===== config.mk =====
export PLATFORM = sky130hd
export DESIGN_NAME = bc_msg_seq
export DESIGN_NICKNAME = d
export VERILOG_FILES = /design/src/rtl/bcs_pkg.sv /design/src/rtl/bcs_cmd_decode.sv /design/src/rtl/bcs_resp_timer.sv /design/src/rtl/bc_msg_seq.sv
export SDC_FILE = /design/constraint.sdc
export NUM_CORES = 1
export LEC_CHECK = 0
export BUFFER_PORTS_ARGS = -buffer_cell sky130_fd_sc_hd__buf_4
export CORE_ASPECT_RATIO = 1.4
export CORE_MARGIN = 5
export CORE_UTILIZATION = 43
export CTS_CLUSTER_DIAMETER = 30
export DETAILED_ROUTE_END_ITERATION = 16
export PLACE_DENSITY = 0.69
export SYNTH_ARGS = -nofsm -noshare
export SYNTH_HDL_FRONTEND = slang
export SYNTH_HIERARCHICAL = 1
export SYNTH_SLANG_ARGS = --single-unit

===== constraint.sdc =====
create_clock -name clk -period 2.75 [get_ports clk]
set_clock_uncertainty 0.15 [all_clocks]
set_input_delay 0.275 -clock clk [delete_from_list [all_inputs] [get_ports clk]]
set_output_delay 0.275 -clock clk [all_outputs]
set_load 0.03 [all_outputs]

===== src/rtl/bcs_pkg.sv =====
package bcs_pkg;

  localparam int WORD_W   = 16;
  localparam int ERR_W    = 5;
  localparam int CNT_W    = 6;

  // error bit positions
  localparam int E_NORESP = 0;
  localparam int E_ADDR   = 1;
  localparam int E_BAD    = 2;
  localparam int E_SYNC   = 3;
  localparam int E_COUNT  = 4;

  localparam logic [4:0] BCAST_RT = 5'd31;

  typedef enum logic [2:0] {
    S_IDLE, S_CMD1, S_CMD2, S_TXD, S_STS_A, S_RXD, S_STS_B, S_FIN
  } seq_state_t;

  typedef struct packed {
    logic [4:0]       rt;
    logic             xmit;
    logic             bcast;
    logic [CNT_W-1:0] nwords;
  } cmd_info_t;

endpackage


===== src/rtl/bcs_cmd_decode.sv =====
module bcs_cmd_decode
  import bcs_pkg::*;
(
  input  logic [WORD_W-1:0] cmd,
  output cmd_info_t         info
);

  logic [4:0] sub_addr;
  logic [4:0] cnt_field;
  logic       is_mode;

  assign sub_addr  = cmd[9:5];
  assign cnt_field = cmd[4:0];
  assign is_mode   = (sub_addr == 5'd0) || (sub_addr == 5'd31);

  always_comb begin
    info.rt    = cmd[15:11];
    info.xmit  = cmd[10];
    info.bcast = (cmd[15:11] == BCAST_RT);
    if (is_mode) begin
      info.nwords = cnt_field[4] ? CNT_W'(1) : CNT_W'(0);
    end else if (cnt_field == 5'd0) begin
      info.nwords = CNT_W'(32);
    end else begin
      info.nwords = CNT_W'(cnt_field);
    end
  end

endmodule


===== src/rtl/bcs_resp_timer.sv =====
module bcs_resp_timer #(
  parameter int TO_W = 16
) (
  input  logic            clk,
  input  logic            rst_n,
  input  logic            run,
  input  logic            restart,
  input  logic [TO_W-1:0] limit,
  output logic            expired
);

  logic [TO_W-1:0] cnt_q;
  logic [TO_W-1:0] cnt_d;
  logic            cnt_en;

  always_comb begin
    cnt_en = 1'b0;
    cnt_d  = cnt_q;
    if (!run || restart) begin
      cnt_en = (cnt_q != '0);
      cnt_d  = '0;
    end else if (cnt_q != limit) begin
      cnt_en = 1'b1;
      cnt_d  = cnt_q + 1'b1;
    end
  end

  always_ff @(posedge clk or negedge rst_n) begin
    if (!rst_n) begin
      cnt_q <= '0;
    end else if (cnt_en) begin
      cnt_q <= cnt_d;
    end
  end

  assign expired = run && !restart && (cnt_q == limit);

endmodule


===== src/rtl/bc_msg_seq.sv =====
module bc_msg_seq
  import bcs_pkg::*;
#(
  parameter int TO_W = 16
) (
  input  logic              clk,
  input  logic              rst_n,
  input  logic              start,
  input  logic              rt_to_rt,
  input  logic [15:0]       cmd1_word,
  input  logic [15:0]       cmd2_word,
  input  logic [TO_W-1:0]   resp_timeout,
  output logic              tx_valid,
  output logic              tx_cmd,
  output logic [15:0]       tx_word,
  input  logic              tx_ready,
  output logic              tx_pop,
  input  logic [15:0]       tx_fifo_word,
  input  logic              rx_valid,
  input  logic              rx_stat_sync,
  input  logic              rx_bad,
  input  logic [15:0]       rx_word,
  output logic              rxf_push,
  output logic [15:0]       rxf_word,
  output logic [15:0]       stat1,
  output logic [15:0]       stat2,
  output logic              valmess,
  output logic              error,
  output logic [ERR_W-1:0]  err_flags
);

  localparam int NCMD = 2;

  logic [WORD_W-1:0] cmd_vec [NCMD];
  cmd_info_t         info    [NCMD];

  assign cmd_vec[0] = cmd1_word;
  assign cmd_vec[1] = cmd2_word;

  for (genvar gi = 0; gi < NCMD; gi++) begin : g_dec
    bcs_cmd_decode u_dec (
      .cmd  (cmd_vec[gi]),
      .info (info[gi])
    );
  end

  logic unused_c2;
  assign unused_c2 = ^{info[1].xmit, info[1].bcast};

  // state and registers
  seq_state_t       state_q, state_d;
  logic [CNT_W-1:0] cnt_q, cnt_d;
  logic             val_q, val_d;
  logic             err_q, err_d;
  logic [ERR_W-1:0] eb_q, eb_d;
  logic [15:0]      s1_q, s2_q;
  logic             s1_en, s2_en;
  logic             start_q;
  logic             start_rise;
  logic             expired;
  logic             tmr_run;
  logic             bc_sends;
  logic [4:0]       exp_rt_a;
  logic [CNT_W-1:0] rx_count;

  assign start_rise = start && !start_q;
  assign tmr_run    = (state_q == S_STS_A) || (state_q == S_RXD) || (state_q == S_STS_B);
  assign bc_sends   = !info[0].xmit && (info[0].nwords != '0);
  assign exp_rt_a   = rt_to_rt ? info[1].rt : info[0].rt;
  assign rx_count   = rt_to_rt ? info[1].nwords : info[0].nwords;

  bcs_resp_timer #(.TO_W(TO_W)) u_tmr (
    .clk     (clk),
    .rst_n   (rst_n),
    .run     (tmr_run),
    .restart (rx_valid),
    .limit   (resp_timeout),
    .expired (expired)
  );

  always_comb begin
    state_d  = state_q;
    cnt_d    = cnt_q;
    val_d    = val_q;
    err_d    = err_q;
    eb_d     = eb_q;
    s1_en    = 1'b0;
    s2_en    = 1'b0;
    tx_valid = 1'b0;
    tx_cmd   = 1'b0;
    tx_word  = '0;
    tx_pop   = 1'b0;
    rxf_push = 1'b0;

    case (state_q)
      S_IDLE, S_FIN: begin
        if (start_rise) begin
          state_d = S_CMD1;
          val_d   = 1'b0;
          err_d   = 1'b0;
          eb_d    = '0;
        end else if (state_q == S_FIN && val_q && rx_valid && !rx_stat_sync) begin
          val_d          = 1'b0;
          err_d          = 1'b1;
          eb_d[E_COUNT]  = 1'b1;
        end
      end

      S_CMD1: begin
        tx_valid = 1'b1;
        tx_cmd   = 1'b1;
        tx_word  = cmd1_word;
        if (tx_ready) begin
          if (rt_to_rt) begin
            state_d = S_CMD2;
          end else if (bc_sends) begin
            state_d = S_TXD;
            cnt_d   = info[0].nwords;
          end else if (info[0].bcast) begin
            state_d = S_FIN;
            val_d   = 1'b1;
          end else begin
            state_d = S_STS_A;
          end
        end
      end

      S_CMD2: begin
        tx_valid = 1'b1;
        tx_cmd   = 1'b1;
        tx_word  = cmd2_word;
        if (tx_ready) begin
          state_d = S_STS_A;
        end
      end

      S_TXD: begin
        tx_valid = 1'b1;
        tx_word  = tx_fifo_word;
        if (tx_ready) begin
          tx_pop = 1'b1;
          if (cnt_q == CNT_W'(1)) begin
            if (info[0].bcast) begin
              state_d = S_FIN;
              val_d   = 1'b1;
            end else begin
              state_d = S_STS_A;
            end
          end else begin
            cnt_d = cnt_q - 1'b1;
          end
        end
      end

      S_STS_A, S_STS_B: begin
        if (rx_valid) begin
          if (rx_bad) begin
            state_d     = S_FIN;
            err_d       = 1'b1;
            eb_d[E_BAD] = 1'b1;
          end else if (!rx_stat_sync) begin
            state_d      = S_FIN;
            err_d        = 1'b1;
            eb_d[E_SYNC] = 1'b1;
          end else begin
            s2_en = (state_q == S_STS_A) && rt_to_rt;
            s1_en = !s2_en;
            if (rx_word[15:11] != ((state_q == S_STS_A) ? exp_rt_a : info[0].rt)) begin
              state_d      = S_FIN;
              err_d        = 1'b1;
              eb_d[E_ADDR] = 1'b1;
            end else if (state_q == S_STS_A &&
                         (rt_to_rt || (info[0].xmit && info[0].nwords != '0))) begin
              state_d = S_RXD;
              cnt_d   = rx_count;
            end else begin
              state_d = S_FIN;
              val_d   = 1'b1;
            end
          end
        end else if (expired) begin
          state_d        = S_FIN;
          err_d          = 1'b1;
          eb_d[E_NORESP] = 1'b1;
        end
      end

      S_RXD: begin
        if (rx_valid) begin
          if (rx_bad) begin
            state_d     = S_FIN;
            err_d       = 1'b1;
            eb_d[E_BAD] = 1'b1;
          end else if (rx_stat_sync) begin
            state_d      = S_FIN;
            err_d        = 1'b1;
            eb_d[E_SYNC] = 1'b1;
          end else begin
            rxf_push = 1'b1;
            if (cnt_q == CNT_W'(1)) begin
              if (rt_to_rt && !info[0].bcast) begin
                state_d = S_STS_B;
              end else begin
                state_d = S_FIN;
                val_d   = 1'b1;
              end
            end else begin
              cnt_d = cnt_q - 1'b1;
            end
          end
        end else if (expired) begin
          state_d       = S_FIN;
          err_d         = 1'b1;
          eb_d[E_COUNT] = 1'b1;
        end
      end

      default: state_d = S_IDLE;
    endcase
  end

  always_ff @(posedge clk or negedge rst_n) begin
    if (!rst_n) begin
      state_q <= S_IDLE;
      cnt_q   <= '0;
      val_q   <= 1'b0;
      err_q   <= 1'b0;
      eb_q    <= '0;
      start_q <= 1'b0;
    end else begin
      state_q <= state_d;
      cnt_q   <= cnt_d;
      val_q   <= val_d;
      err_q   <= err_d;
      eb_q    <= eb_d;
      start_q <= start;
    end
  end

  always_ff @(posedge clk or negedge rst_n) begin
    if (!rst_n) begin
      s1_q <= '0;
    end else if (s1_en) begin
      s1_q <= rx_word;
    end
  end

  always_ff @(posedge clk or negedge rst_n) begin
    if (!rst_n) begin
      s2_q <= '0;
    end else if (s2_en) begin
      s2_q <= rx_word;
    end
  end

  assign rxf_word  = rx_word;
  assign stat1     = s1_q;
  assign stat2     = s2_q;
  assign valmess   = val_q;
  assign error     = err_q;
  assign err_flags = eb_q;

endmodule


==> impl_results.md, run 1 <==
* P&R area growth vs syn at 30.0%
* Cts bufs inserted at 9
* R2R cell count at 6
* Pwr/cell area at 945 nW/um2
* Max cap viols at 0
* CTS tree: yes
* # fillers at 1078
* Critical path type: flip-flop to flip-flop
* Peak VDD IR at 0.577 mV
* Mapped Area at 5120 um2
* Clk Latency, worst-skew pair at 0.33 ns
* Lkg Pwr at 0.00314 uW
* CP dominant cell by count: and2_4
* Fin crit share at 95.6%
* DRT antenna net count at 0
* Worst endpoint data arrival time at 2.68 ns
* H-tree levels at 3
* Synth Instances at 554
* Final wirelength at 15.3 mm
* Die X at 102 um
* Non-filler instance count after layout at 851
* DP HPWL at 11.9 mm
* RePlAce Congestion at 0.938
* Rel. slew slack at 43.1%
* Tot Pwr at 6300 uW
* Initial antenna violation count at 0
* Nets at 791
* CTS clk-pin slew, worst paths at 0.06 ns
* Initial Utilization at 43.6%
* Fmax at 380 MHz
* Avg WL per Cell at 18.0 um
* IO buf count at 162
* Fin Setup TNS at 0 ns
* Via count at 4767
* I/O Pins at 163
* Worst Setup Start Kind: flip-flop
* Critical Path RT at 2.80 ns
* Vias in the first global route at 4932
* Worst hold stages at 2
* Crit-path slowest cell: dfrtp_1
* Cell chain of the critical path: and2_4 > nor2b_1 > nand2_1 > nor2_2 > and2_4 > o41ai_1
* GR Overflow Total at 0
* Mapped Nets at 646
* Layout Utilization at 56.6%
* First-pass GRT wire length at 24.9 mm
* Initial DRC Count at 187
* First-pass DRT Iterations at 5
* Status: complete, no violations
* Avg Cell Area, Syn at 9.25 um2
* Min Clock Period, post-route at 2.63 ns
* Ant diodes at 0
* Final Hold Fails at 0
* Die area at 14200 um2
* CTS Root Cell: clkbuf_16
* Site Rows at 47
* # DRC at 0
* Vias per cell at 5.60
* Layout cell share with drive strength beyond 1 at 36.5%
* Gr usage total at 21.7%
* Sink Count at 65
* RSZ-0062 raised after global routing: false
* Clk buf depth at 2
* Core region area at 11800 um2
* Pins over their slew limit at 0
* Worst setup EP type: flip-flop
* Hold WC Path Type: input port to flip-flop
* CP max stage delay at 0.52 ns
* Largest net degree at the start of global routing at 66
* Placed Cells at 833
* Setup-failing EPs final at 0
* Ys Warns at 6
* Chip height at 139 um
* Least-Margin Pin Slew at 0.853 ns
* CP max FO at 15
==> routing by layer <==
layer / vias to the layer above / part of all wire [%] / track usage [%]
li1: 2290 / - / -
met1: 2274 / 38 / 25.0
met2: 170 / 54 / 38.5
met3: 33 / 5.3 / 3.47
met4: 0 / 3.2 / 9.81
met5: - / 0 / 0
==> state kept, by name, indices dropped and copies added, names as in the netlist <==
signal,count
state_q,3
start_q,1
err_flags,5
stat2,16
u_tmr/cnt_q,16
error,1
valmess,1
cnt_q,6
stat1,16
==> per-stage QoR <==
stage	area, um2	worst slack, ns	hold slack (ns)
global placement	6350	-0.197	0.250
finish	6660	0.120	0.0305
detailed placement	6350	-0.261	0.255
CTS	6650	0.0922	0.0176
global route	6660	0.0146	0.0194
floorplan	5120	0.0219	-0.171
==> power by group <==
part           internal [uW]  total [uW]  leakage (uW)  switching [uW]
Combinational           1520        3650       0.00218            2140
Clock                    627        1090      0.000136             459
Sequential              1300        1560      0.000816             260
==> worst paths after layout <==
check | endpoint | start | slack [ns]
hold reg to reg | stat2[15]$_DFFE_PN0P_ | stat2[15]$_DFFE_PN0P_ | 0.34
max in group asynchronous | error$_DFFE_PN0P_ | rst_n | 1.44
hold / removal | stat2[1]$_DFFE_PN0P_ | rx_word[1] | 0.03
setup reg to reg | u_tmr/cnt_q[13]$_DFFE_PN0P_ | state_q[2]$_DFFE_PN0P_ | 0.12
min in group asynchronous | cnt_q[2]$_DFFE_PN0P_ | rst_n | 0.45
setup / recovery | u_tmr/cnt_q[13]$_DFFE_PN0P_ | state_q[2]$_DFFE_PN0P_ | 0.12
==> cell type report <==
class / count / area [um2] / share of cell area [%]
clock buffers: 9 / 225 / 3.38
clock inverters: 7 / 60.1 / 0.902
inverters: 8 / 30.0 / 0.451
multi-input cells: 417 / 3030 / 45.5
flip-flops and latches: 65 / 1630 / 24.4
well taps: 147 / 184 / 2.76
repair buffers: 198 / 1500 / 22.6
==> worst max-delay path, delay by kind of cell (launching register included) <==
kind / cells / cell delay (ns)
simple gates: 5 / 1.71
compound gates: 1 / 0.12
flops: 1 / 0.52
==> cell usage in the layout, fill, tap and decap left out, drive strengths merged, types with 3 or more instances in the layout <==
master  instances
clkbuf          9
xnor2          26
o31ai           4
or2             5
nor2b          10
ha              4
dfrtp          65
o21ai          17
nor2           63
inv            12
nand2          26
mux2           38
and4            5
a221o           3
a22oi           4
o41ai          13
nor4           10
mux2i          21
nor3            8
and3           17
nand3          11
a31oi          15
a221oi          3
and2           13
nand4          18
nand2b         14
a21oi          32
buf           196
==> what timing repair did <==
action	in CTS	in global routing
endpoints found under the setup margin	0	5
setup buffers	0	0
hold buffers	2	0
gates resized for setup	0	2
hold endpoints to repair	66	0
Note: power is estimated with default switching activity, not from simulation.
==> run 2, diff against run 1 <==
==> constraint.sdc (replaced) <==
create_clock -name clk -period 2.75 [get_ports clk]
set_clock_uncertainty 0.15 [all_clocks]
set_input_delay 0.55 -clock clk [delete_from_list [all_inputs] [get_ports clk]]
set_output_delay 0.55 -clock clk [all_outputs]
set_load 0.03 [all_outputs]
==> impl_results.md, run 2 (synthesis results as in run 1) <==
* Status: complete, no violations
* Setup-failing EPs final at 0 (unchanged)
* Largest net degree at the start of global routing at 66 (unchanged)
* CTS Root Cell: clkbuf_16
* Initial DRC Count at 189 (+1.1%)
* Min Clock Period, post-route at 2.63 ns (+0.00489 ns)
* Fmax at 380 MHz (-0.19%)
* Core region area at 11800 um2 (unchanged)
* Worst Setup Start Kind: input port
* Pins over their slew limit at 0 (unchanged)
* Max cap viols at 0 (unchanged)
* Nets at 788 (-0.38%)
* Ant diodes at 0 (unchanged)
* Critical path type: input port to flip-flop
* Gr usage total at 21.6% (-0.093 points)
* Non-filler instance count after layout at 848 (-0.35%)
* Initial Utilization at 43.6% (unchanged)
* Die X at 102 um (unchanged)
* CP dominant cell by count: nor4_4
* RSZ-0062 raised after global routing: false
* Chip height at 139 um (unchanged)
* Clk buf depth at 2 (unchanged)
* Hold WC Path Type: input port to asynchronous set/reset pin
* First-pass GRT wire length at 24.7 mm (-0.66%)
* Layout Utilization at 57.1% (+0.51 points)
* Commonest non-fill, non-tap cell in the layout: buf_4
* Fin crit share at 95.8% (+0.18 points)
* Final wirelength at 15.2 mm (-0.84%)
* Worst hold slack at 0.170 ns (+0.139 ns)
* Placed Cells at 832 (-0.12%)
* Rel. slew slack at 43.6% (+0.46 points)
* Worst endpoint data arrival time at 2.69 ns (about the same)
* Worst setup EP type: flip-flop
* RePlAce Congestion at 0.931 (-0.76%)
* Final Hold Fails at 0 (unchanged)
* Sink Count at 65 (unchanged)
* Vias in the first global route at 5015 (+1.7%)
* # DRC at 0 (unchanged)
* GR Overflow Total at 0 (unchanged)
* Least-Margin Pin Slew at 0.846 ns (-0.00689 ns)
* Cts bufs inserted at 9 (unchanged)
* Tot Pwr at 6410 uW (+1.8%)
* Site Rows at 47 (unchanged)
* DRT antenna net count at 0 (unchanged)
* IO buf count at 162 (unchanged)
* Dpl ws at -0.371 ns (-0.109 ns)
* Pwr/cell area at 954 nW/um2 (+0.91%)
* CTS tree: yes
* Critical Path RT at 2.81 ns (about the same)
* CP max stage delay at 0.34 ns (-0.18 ns)
* Avg WL per Cell at 17.9 um (-0.49%)
* Via count at 4853 (+1.8%)
* P&R area growth vs syn at 31.2%
* Setup ws final at 0.115 ns (-0.00489 ns)
* Crit-path slowest cell: nor4_4
* First-pass DRT Iterations at 5 (unchanged)
* Commonest cells after routing, fill and taps aside: buf_4, dfrtp_1, nor2_1, a21oi_1, mux2_1
* CP max FO at 5 (-10)
* Clk Latency, worst-skew pair at 0.33 ns (about the same)
* CTS clk-pin slew, worst paths at 0.06 ns (about the same)
* Initial antenna violation count at 0 (unchanged)
* Lkg Pwr at 0.00316 uW (+0.61%)
* I/O Pins at 163 (unchanged)
* H-tree levels at 3 (unchanged)
* DP HPWL at 11.8 mm (-0.78%)
* Die area at 14200 um2 (unchanged)
* Layout cell share with drive strength beyond 1 at 37.2% (+0.73 points)
* Cell chain of the critical path: buf_4 > nor4_4 > mux2i_4 > and2_2 > nor4_4 > a21oi_2 > o32a_1 > o21ai_2 > or2_4 > mux2_4
* Vias per cell at 5.72 (+2.2%)
* Peak VDD IR at 0.502 mV (-13%)
-- run 2: power by group --
group | leakage (uW) | internal (uW) | switching (uW)
Combinational | 0.00219 | 1520 | 2120
Clock | 0.000153 | 719 | 463
Sequential | 0.000815 | 1300 | 292
-- run 2: repair_timing --
item                       CTS  global route
setup endpoints to repair    4             7
setup buffers                0             0
gates resized for setup      2             5
cloned                       0             0
hold buffers                 0             0
-- run 2: final timing paths --
path,from,endpoint,slack [ns],depth (start not counted)
worst max-delay path,cmd1_word[6],cnt_q[4]$_DFFE_PN0P_,0.12,10
worst min-delay path,rst_n,state_q[1]$_DFFE_PN0P_,0.17,1
worst max register to register,u_tmr/cnt_q[6]$_DFFE_PN0P_,state_q[1]$_DFFE_PN0P_,0.33,10
worst min register to register,stat2[10]$_DFFE_PN0P_,stat2[10]$_DFFE_PN0P_,0.33,1
max in group asynchronous,rst_n,state_q[0]$_DFFE_PN0P_,1.71,1
min in group clk,start,start_q$_DFF_PN0_,0.19,1
-- run 2: worst max-delay path, delay by kind of cell --
family | cells | cell delay, ns
AND/OR/NAND/NOR | 4 | 1.07
AO/OA/AOI/OAI | 3 | 0.51
multiplexers | 2 | 0.44
buffers and inverters | 1 | 0.13
-- run 2: through the flow --
stage          setup TNS [ns]  area [um2]
2_1_floorplan          -0.127        5140
3_3_place_gp            -1.65        6380
3_5_place_dp            -2.16        6380
4_1_cts                     0        6700
5_1_grt                     0        6720
6_report                    0        6720
-- run 2: layout make-up --
class / count / area [um2]
Fill cell: 1069 / 5040
Multi-Input combinational cell: 417 / 3070
Sequential cell: 65 / 1630
Timing Repair Buffer: 195 / 1500
Clock buffer: 9 / 225
Tap cell: 147 / 184
Clock inverter: 7 / 85.1
Inverter: 8 / 30.0
-- run 2: routing by layer --
layer,track usage [%],wire length (um),vias up
li1,-,-,2289
met1,24.3,5550,2336
met2,39.2,8260,197
met3,4.03,995,31
met4,8.64,383,0
met5,0,0,-
